[config.mk]
export PLATFORM = sky130hd
export DESIGN_NAME = dpsc_top
export DESIGN_NICKNAME = d
export VERILOG_FILES = /design/src/rtl/dpsc_pkg.sv /design/src/rtl/dpsc_ctrl.sv /design/src/rtl/dpsc_datapath.sv /design/src/rtl/dpsc_top.sv
export SDC_FILE = /design/constraint.sdc
export NUM_CORES = 1
export LEC_CHECK = 0
export BUFFER_PORTS_ARGS = -buffer_cell sky130_fd_sc_hd__buf_2
export CORE_ASPECT_RATIO = 0.75
export CORE_MARGIN = 1
export CORE_UTILIZATION = 51
export DETAILED_ROUTE_END_ITERATION = 8
export GPL_ROUTABILITY_DRIVEN = 1
export MAX_ROUTING_LAYER = met4
export PLACE_DENSITY = 0.86
export SYNTH_ARGS = -nofsm -noshare
export SYNTH_HDL_FRONTEND = slang
export SYNTH_SLANG_ARGS = --single-unit
[constraint.sdc]
create_clock -name clk -period 5.1 [get_ports clk]
set_input_delay 1.275 -clock clk [delete_from_list [all_inputs] [get_ports clk]]
set_output_delay 1.275 -clock clk [all_outputs]
set_load 0.005 [all_outputs]
[src/rtl/dpsc_pkg.sv]
package dpsc_pkg;

  typedef enum logic [1:0] {
    ST_IDLE  = 2'd0,
    ST_CHECK = 2'd1,
    ST_RESP  = 2'd2
  } dpscState_t;

  typedef struct packed {
    logic latch;
    logic memRead;
    logic memWrite;
    logic takeRead;
    logic takeHard;
    logic takeWrErr;
    logic bumpSoft;
  } dpscStb_t;

endpackage

[src/rtl/dpsc_ctrl.sv]
module dpsc_ctrl
  import dpsc_pkg::*;
#(
  parameter int MAX_RETRY = 3,
  localparam int RW = $clog2(MAX_RETRY + 1)
) (
  input  logic     clk,
  input  logic     rstN,
  input  logic     reqValid,
  input  logic     reqWrite,
  input  logic     byteErr,
  input  logic     chkErr,
  output dpscStb_t stb,
  output logic     reqReady
);

  dpscState_t state, stateNext;
  logic [RW-1:0] tries, triesNext;

  always_comb begin
    stb       = '0;
    stateNext = state;
    triesNext = tries;
    unique case (state)
      ST_IDLE: begin
        triesNext = '0;
        if (reqValid) begin
          stb.latch = 1'b1;
          if (reqWrite) begin
            if (byteErr) stb.takeWrErr = 1'b1;
            else         stb.memWrite  = 1'b1;
            stateNext = ST_RESP;
          end else begin
            stb.memRead = 1'b1;
            stateNext   = ST_CHECK;
          end
        end
      end
      ST_CHECK: begin
        if (!chkErr) begin
          stb.takeRead = 1'b1;
          stb.bumpSoft = (tries != '0);
          stateNext    = ST_RESP;
        end else if (tries == RW'(MAX_RETRY)) begin
          stb.takeRead = 1'b1;
          stb.takeHard = 1'b1;
          stateNext    = ST_RESP;
        end else begin
          stb.memRead = 1'b1;
          triesNext   = tries + 1'b1;
        end
      end
      ST_RESP:  stateNext = ST_IDLE;
      default:  stateNext = ST_IDLE;
    endcase
  end

  always_ff @(posedge clk) begin
    if (!rstN) begin
      state <= ST_IDLE;
      tries <= '0;
    end else begin
      state <= stateNext;
      tries <= triesNext;
    end
  end

  assign reqReady = (state == ST_RESP);

  AST_READY_PULSE: assert property (@(posedge clk) disable iff (!rstN)
    reqReady |=> !reqReady);
  AST_RETRY_BOUND: assert property (@(posedge clk) disable iff (!rstN)
    tries <= RW'(MAX_RETRY));
  AST_NO_ACCESS_IN_RESP: assert property (@(posedge clk) disable iff (!rstN)
    reqReady |-> !(stb.memRead || stb.memWrite));

endmodule

[src/rtl/dpsc_datapath.sv]
module dpsc_datapath
  import dpsc_pkg::*;
#(
  parameter int AW = 10,
  parameter int DW = 32,
  parameter int SW = 8,
  localparam int NB = DW / 8,
  localparam int MW = DW + 2
) (
  input  logic          clk,
  input  logic          rstN,
  input  dpscStb_t      stb,
  input  logic [AW-1:0] reqAddr,
  input  logic [DW-1:0] reqData,
  input  logic [NB-1:0] reqBytePar,
  output logic          byteErr,
  output logic          chkErr,
  output logic [DW-1:0] rspData,
  output logic          rspWrParErr,
  output logic          rspAddrFault,
  output logic          rspDataFault,
  output logic          rspHardErr,
  output logic          hardErr,
  output logic [AW-1:0] hardAddr,
  output logic [SW-1:0] softCount,
  output logic          memEn,
  output logic          memWe,
  output logic [AW-1:0] memAddr,
  output logic [MW-1:0] memWdata,
  input  logic [MW-1:0] memRdata
);

  logic [AW-1:0] addrQ;
  logic [NB-1:0] laneBad;

  for (genvar b = 0; b < NB; b++) begin : g_lane
    assign laneBad[b] = ^{reqData[8*b +: 8], reqBytePar[b]};
  end
  assign byteErr = |laneBad;

  assign memEn    = stb.memRead | stb.memWrite;
  assign memWe    = stb.memWrite;
  assign memAddr  = stb.latch ? reqAddr : addrQ;
  assign memWdata = {^reqAddr, ^{reqAddr, reqData}, reqData};

  logic [DW-1:0] rdData;
  logic          addrBad, fullBad;
  assign rdData  = memRdata[DW-1:0];
  assign addrBad = memRdata[DW+1] ^ (^addrQ);
  assign fullBad = memRdata[DW] ^ (^{addrQ, rdData});
  assign chkErr  = addrBad | fullBad;

  always_ff @(posedge clk) begin
    if (!rstN) begin
      addrQ        <= '0;
      rspData      <= '0;
      rspWrParErr  <= 1'b0;
      rspAddrFault <= 1'b0;
      rspDataFault <= 1'b0;
      rspHardErr   <= 1'b0;
      hardErr      <= 1'b0;
      hardAddr     <= '0;
      softCount    <= '0;
    end else begin
      if (stb.latch) begin
        addrQ        <= reqAddr;
        rspWrParErr  <= 1'b0;
        rspAddrFault <= 1'b0;
        rspDataFault <= 1'b0;
        rspHardErr   <= 1'b0;
      end
      if (stb.takeWrErr) rspWrParErr <= 1'b1;
      if (stb.takeRead)  rspData <= rdData;
      if (stb.takeHard) begin
        rspHardErr   <= 1'b1;
        rspAddrFault <= addrBad;
        rspDataFault <= !addrBad && fullBad;
        hardErr      <= 1'b1;
        hardAddr     <= addrQ;
      end
      if (stb.bumpSoft && softCount != {SW{1'b1}}) softCount <= softCount + 1'b1;
    end
  end

  AST_WRITE_NEEDS_CLEAN_BYTES: assert property (@(posedge clk) disable iff (!rstN)
    memWe |-> !byteErr);
  AST_FAULT_EXCLUSIVE: assert property (@(posedge clk) disable iff (!rstN)
    !(rspAddrFault && rspDataFault));
  AST_HARD_STICKY: assert property (@(posedge clk) disable iff (!rstN)
    hardErr |=> hardErr);
  AST_SOFT_MONOTONIC: assert property (@(posedge clk) disable iff (!rstN)
    softCount >= $past(softCount));

endmodule

[src/rtl/dpsc_top.sv]
module dpsc_top
  import dpsc_pkg::*;
#(
  parameter int AW = 10,
  parameter int DW = 32,
  parameter int SW = 8,
  parameter int MAX_RETRY = 3,
  localparam int NB = DW / 8,
  localparam int MW = DW + 2
) (
  input  logic          clk,
  input  logic          rstN,
  input  logic          reqValid,
  input  logic          reqWrite,
  input  logic [AW-1:0] reqAddr,
  input  logic [DW-1:0] reqData,
  input  logic [NB-1:0] reqBytePar,
  output logic          reqReady,
  output logic [DW-1:0] rspData,
  output logic          rspWrParErr,
  output logic          rspAddrFault,
  output logic          rspDataFault,
  output logic          rspHardErr,
  output logic          hardErr,
  output logic [AW-1:0] hardAddr,
  output logic [SW-1:0] softCount,
  output logic          memEn,
  output logic          memWe,
  output logic [AW-1:0] memAddr,
  output logic [MW-1:0] memWdata,
  input  logic [MW-1:0] memRdata
);

  dpscStb_t stb;
  logic     byteErr, chkErr;

  dpsc_ctrl #(.MAX_RETRY(MAX_RETRY)) u_ctrl (
    .clk(clk), .rstN(rstN), .reqValid(reqValid), .reqWrite(reqWrite),
    .byteErr(byteErr), .chkErr(chkErr), .stb(stb), .reqReady(reqReady)
  );

  dpsc_datapath #(.AW(AW), .DW(DW), .SW(SW)) u_dp (
    .clk(clk), .rstN(rstN), .stb(stb),
    .reqAddr(reqAddr), .reqData(reqData), .reqBytePar(reqBytePar),
    .byteErr(byteErr), .chkErr(chkErr),
    .rspData(rspData), .rspWrParErr(rspWrParErr),
    .rspAddrFault(rspAddrFault), .rspDataFault(rspDataFault),
    .rspHardErr(rspHardErr), .hardErr(hardErr), .hardAddr(hardAddr),
    .softCount(softCount), .memEn(memEn), .memWe(memWe),
    .memAddr(memAddr), .memWdata(memWdata), .memRdata(memRdata)
  );

endmodule

==> out/metrics.cfg <==
[status]
status = finished, final reports clean

[global_route]
grt_max_degree = 58
grt-ovfl-total = 0
antenna_found_initial = 0
grt_use_total = 0.242
grt_pass1_wl_mm = 15.8
grt_pass1_vias = 3388

[floorplanning]
start_util = 0.524
die_y_um = 79.9
rows = 28
num_io_pins = 186
die_w_um = 106
core-area_sq_um = 7880
design.die.area_sq_um = 8470

[finish]
nNetsFinal = 701
layout-drive-gt1-share = 0.354
stdcell_count = 724
area_growth_pct = 22.2
num_antenna_cells = 0
fin_util = 0.641
fin_area_sq_um = 5050

[critical_path]
worstSetupStartpointType = primary input
path_cells = buf_2 -> xnor2_1 -> xnor2_1 -> xnor2_1 -> xnor3_1 -> xnor2_2 -> o21ai_1 -> nand2_1 -> buf_2
worstPathRequired_ns = 3.83
path_common_cell = xnor2_1
cp_slowest_cell = xnor3_1
path_delay_family = XOR/XNOR gates
crit_fanout = 3
worstPathBufferInverterCount = 2
critPathCaptureType = output pin
cp.arrival_ns = 3.08
critPathMaxStageDelay_ns = 0.42
crit_type = in -> out

[synthesis]
synth_common_cells = 126 x nand2_1, 69 x dfxtp_1, 68 x xnor2_1
synth_cell_types = 50
synth_simple_gate_area_frac = 0.186
ys_ff_latch = 69
synth-warning-count = 0
yosysSeqAreaShare = 0.334
yosysTopAreaCellShare = 0.334
syn_area_sq_um = 4130
synth-edff-count = 0
syn_avg_cell_area_sq_um = 8.83
synth.area.mux_share = 0.107
synth_cells = 468
synth_async_sr_flop_share = 0
synth-compound-area-share = 0.0569
synthTopCellsByArea = dfxtp_1 33%, xnor2_1 14%, nand2_1 11%, mux2i_1 11%, buf_4 6.0%
synthAdderAreaFrac = 0.00909
synth_fp_nets = 555
synth_top_family_by_area = XOR/XNOR gates
ys.flop_type = dfxtp_1
synth_area_leader_cell = dfxtp_1
synth_most_common_cell = nand2_1
synth_xor_area_frac = 0.211

[hold_path]
hold_class = reg -> reg

[clock_network]
cts_hold_repair.buffers = 0
cts_max_path_buffers = 2
clkTransAtPathRegs_ns = 0.07
worstSkewPairLatency_ns = 0.35
cts_root_buffer = clkbuf_8
cts_setup_buffers = 0
tritoncts = yes
ctsResizeCount = 0
htreeDepth = 3
cts_buffers = 9
cts_sinks = 69

[power]
pwr-share-seq = 0.298
switching_power_mw = 0.862
comb_power_share = 0.485
clock_power_share = 0.217
leakagePower_nw = 2.27
peakVddDrop_mv = 0.289
swShare = 0.402
p_per_area_nw_per_um2 = 424
internal_power_mw = 1.28
power.total_mw = 2.14

[placement]
io_buffers = 185
dp_hpwl_mm = 7.57
place_area_sq_um = 4840
gp_congestion = 0.814
dp_cells = 708

[sta]
max_freq_mhz = 229
rsz0062_at_grt = false
slew_violations = 0
finalSetupTns_ns = 0
worstMarginPinSlew_ns = 0.972
skew_ns = 0.0133
setup_violations = 0
hold_violations = 0
post-route-period-util = 0.855
max-slew-margin-rel = 0.352
fin_crit_ns = 4.36

[drt]
drtAntennaViolNets = 0
drtPass1Iterations = 6
wl_mm = 9.85
wl_per_cell_um = 13.6
viasPerCell = 4.92
drc = 0
vias = 3559
first_iter_violations = 184

[job]
max_cap_viol_count = 0

-- per-stage QoR --
stage | setup WS, ns | hold WS [ns]
finish | 0.741 | 0.455
detailed placement | 0.745 | 0.444
global placement | 0.781 | 0.440
global route | 0.571 | 0.473
floorplan | 0.968 | 0.451
CTS | 0.747 | 0.457
-- registers in the layout (all words and copies together), names as in the netlist --
register,cells
u_dp.softCount,8
u_dp.rspDataFault,1
u_dp.hardErr,1
u_ctrl.tries,2
u_dp.rspWrParErr,1
u_ctrl.state,2
u_dp.rspAddrFault,1
u_dp.rspHardErr,1
u_dp.hardAddr,10
u_dp.rspData,32
u_dp.addrQ,10
-- final cells by class --
type,instances,area (sq um)
sequential,69,1380
tap,105,131
clock buffer,10,138
fill,733,2830
clock inverter,6,68.8
timing repair buffer,189,956
inverter,6,22.5
multi-input combinational,339,2350
-- tightest hold or removal path, stage by stage (launching register included) --
cell and delay [ns]:
dfxtp_1 0.31, nand2_1 0.05, mux2i_1 0.05
-- path summary, 6_finish.rpt --
path | cells after the start | slack [ns] | start | end
setup reg to reg | 9 | 2.14 | u_dp.addrQ[9] | u_dp.rspData[13]
hold reg to reg | 2 | 0.46 | u_dp.hardAddr[0] | u_dp.hardAddr[0]
setup / recovery | 9 | 0.74 | memRdata[31] | memEn
hold / removal | 2 | 0.46 | u_dp.hardAddr[0] | u_dp.hardAddr[0]
-- kinds of logic after synthesis --
| group | Yosys count |
|---|---|
| simple gates | 173 |
| fa+ha+maj | 3 |
| mux | 44 |
| compound gates | 32 |
| buf+inv | 60 |
| xor+xnor | 87 |
| flops | 69 |
-- power groups by stage --
stage	Sequential [mW]	Clock [mW]	Combinational (mW)
2_1_floorplan	0.645	0	0.791
3_3_place_gp	0.647	0	1.02
3_5_place_dp	0.649	0	1.04
4_1_cts	0.638	0.471	1.05
5_1_grt	0.648	0.498	1.13
6_report	0.639	0.464	1.04
-- per-layer routing --
metal | GRT usage | vias up | share of wire
li1 | - | 1774 | -
met1 | 0.289 | 1676 | 0.44
met2 | 0.407 | 97 | 0.51
met3 | 0.0571 | 12 | 0.043
met4 | 0.0778 | 0 | 0.011
met5 | - | - | 0
-- cells in the final DEF, fill, tap and decap left out, drive strengths merged, types with 8 or more instances in the layout --
cell type	n
a21oi	10
and2	11
buf	189
clkbuf	10
dfxtp	69
inv	8
mux2i	44
nand2	127
xnor2	72
xor2	12
Note: power is estimated with default switching activity, not from simulation.
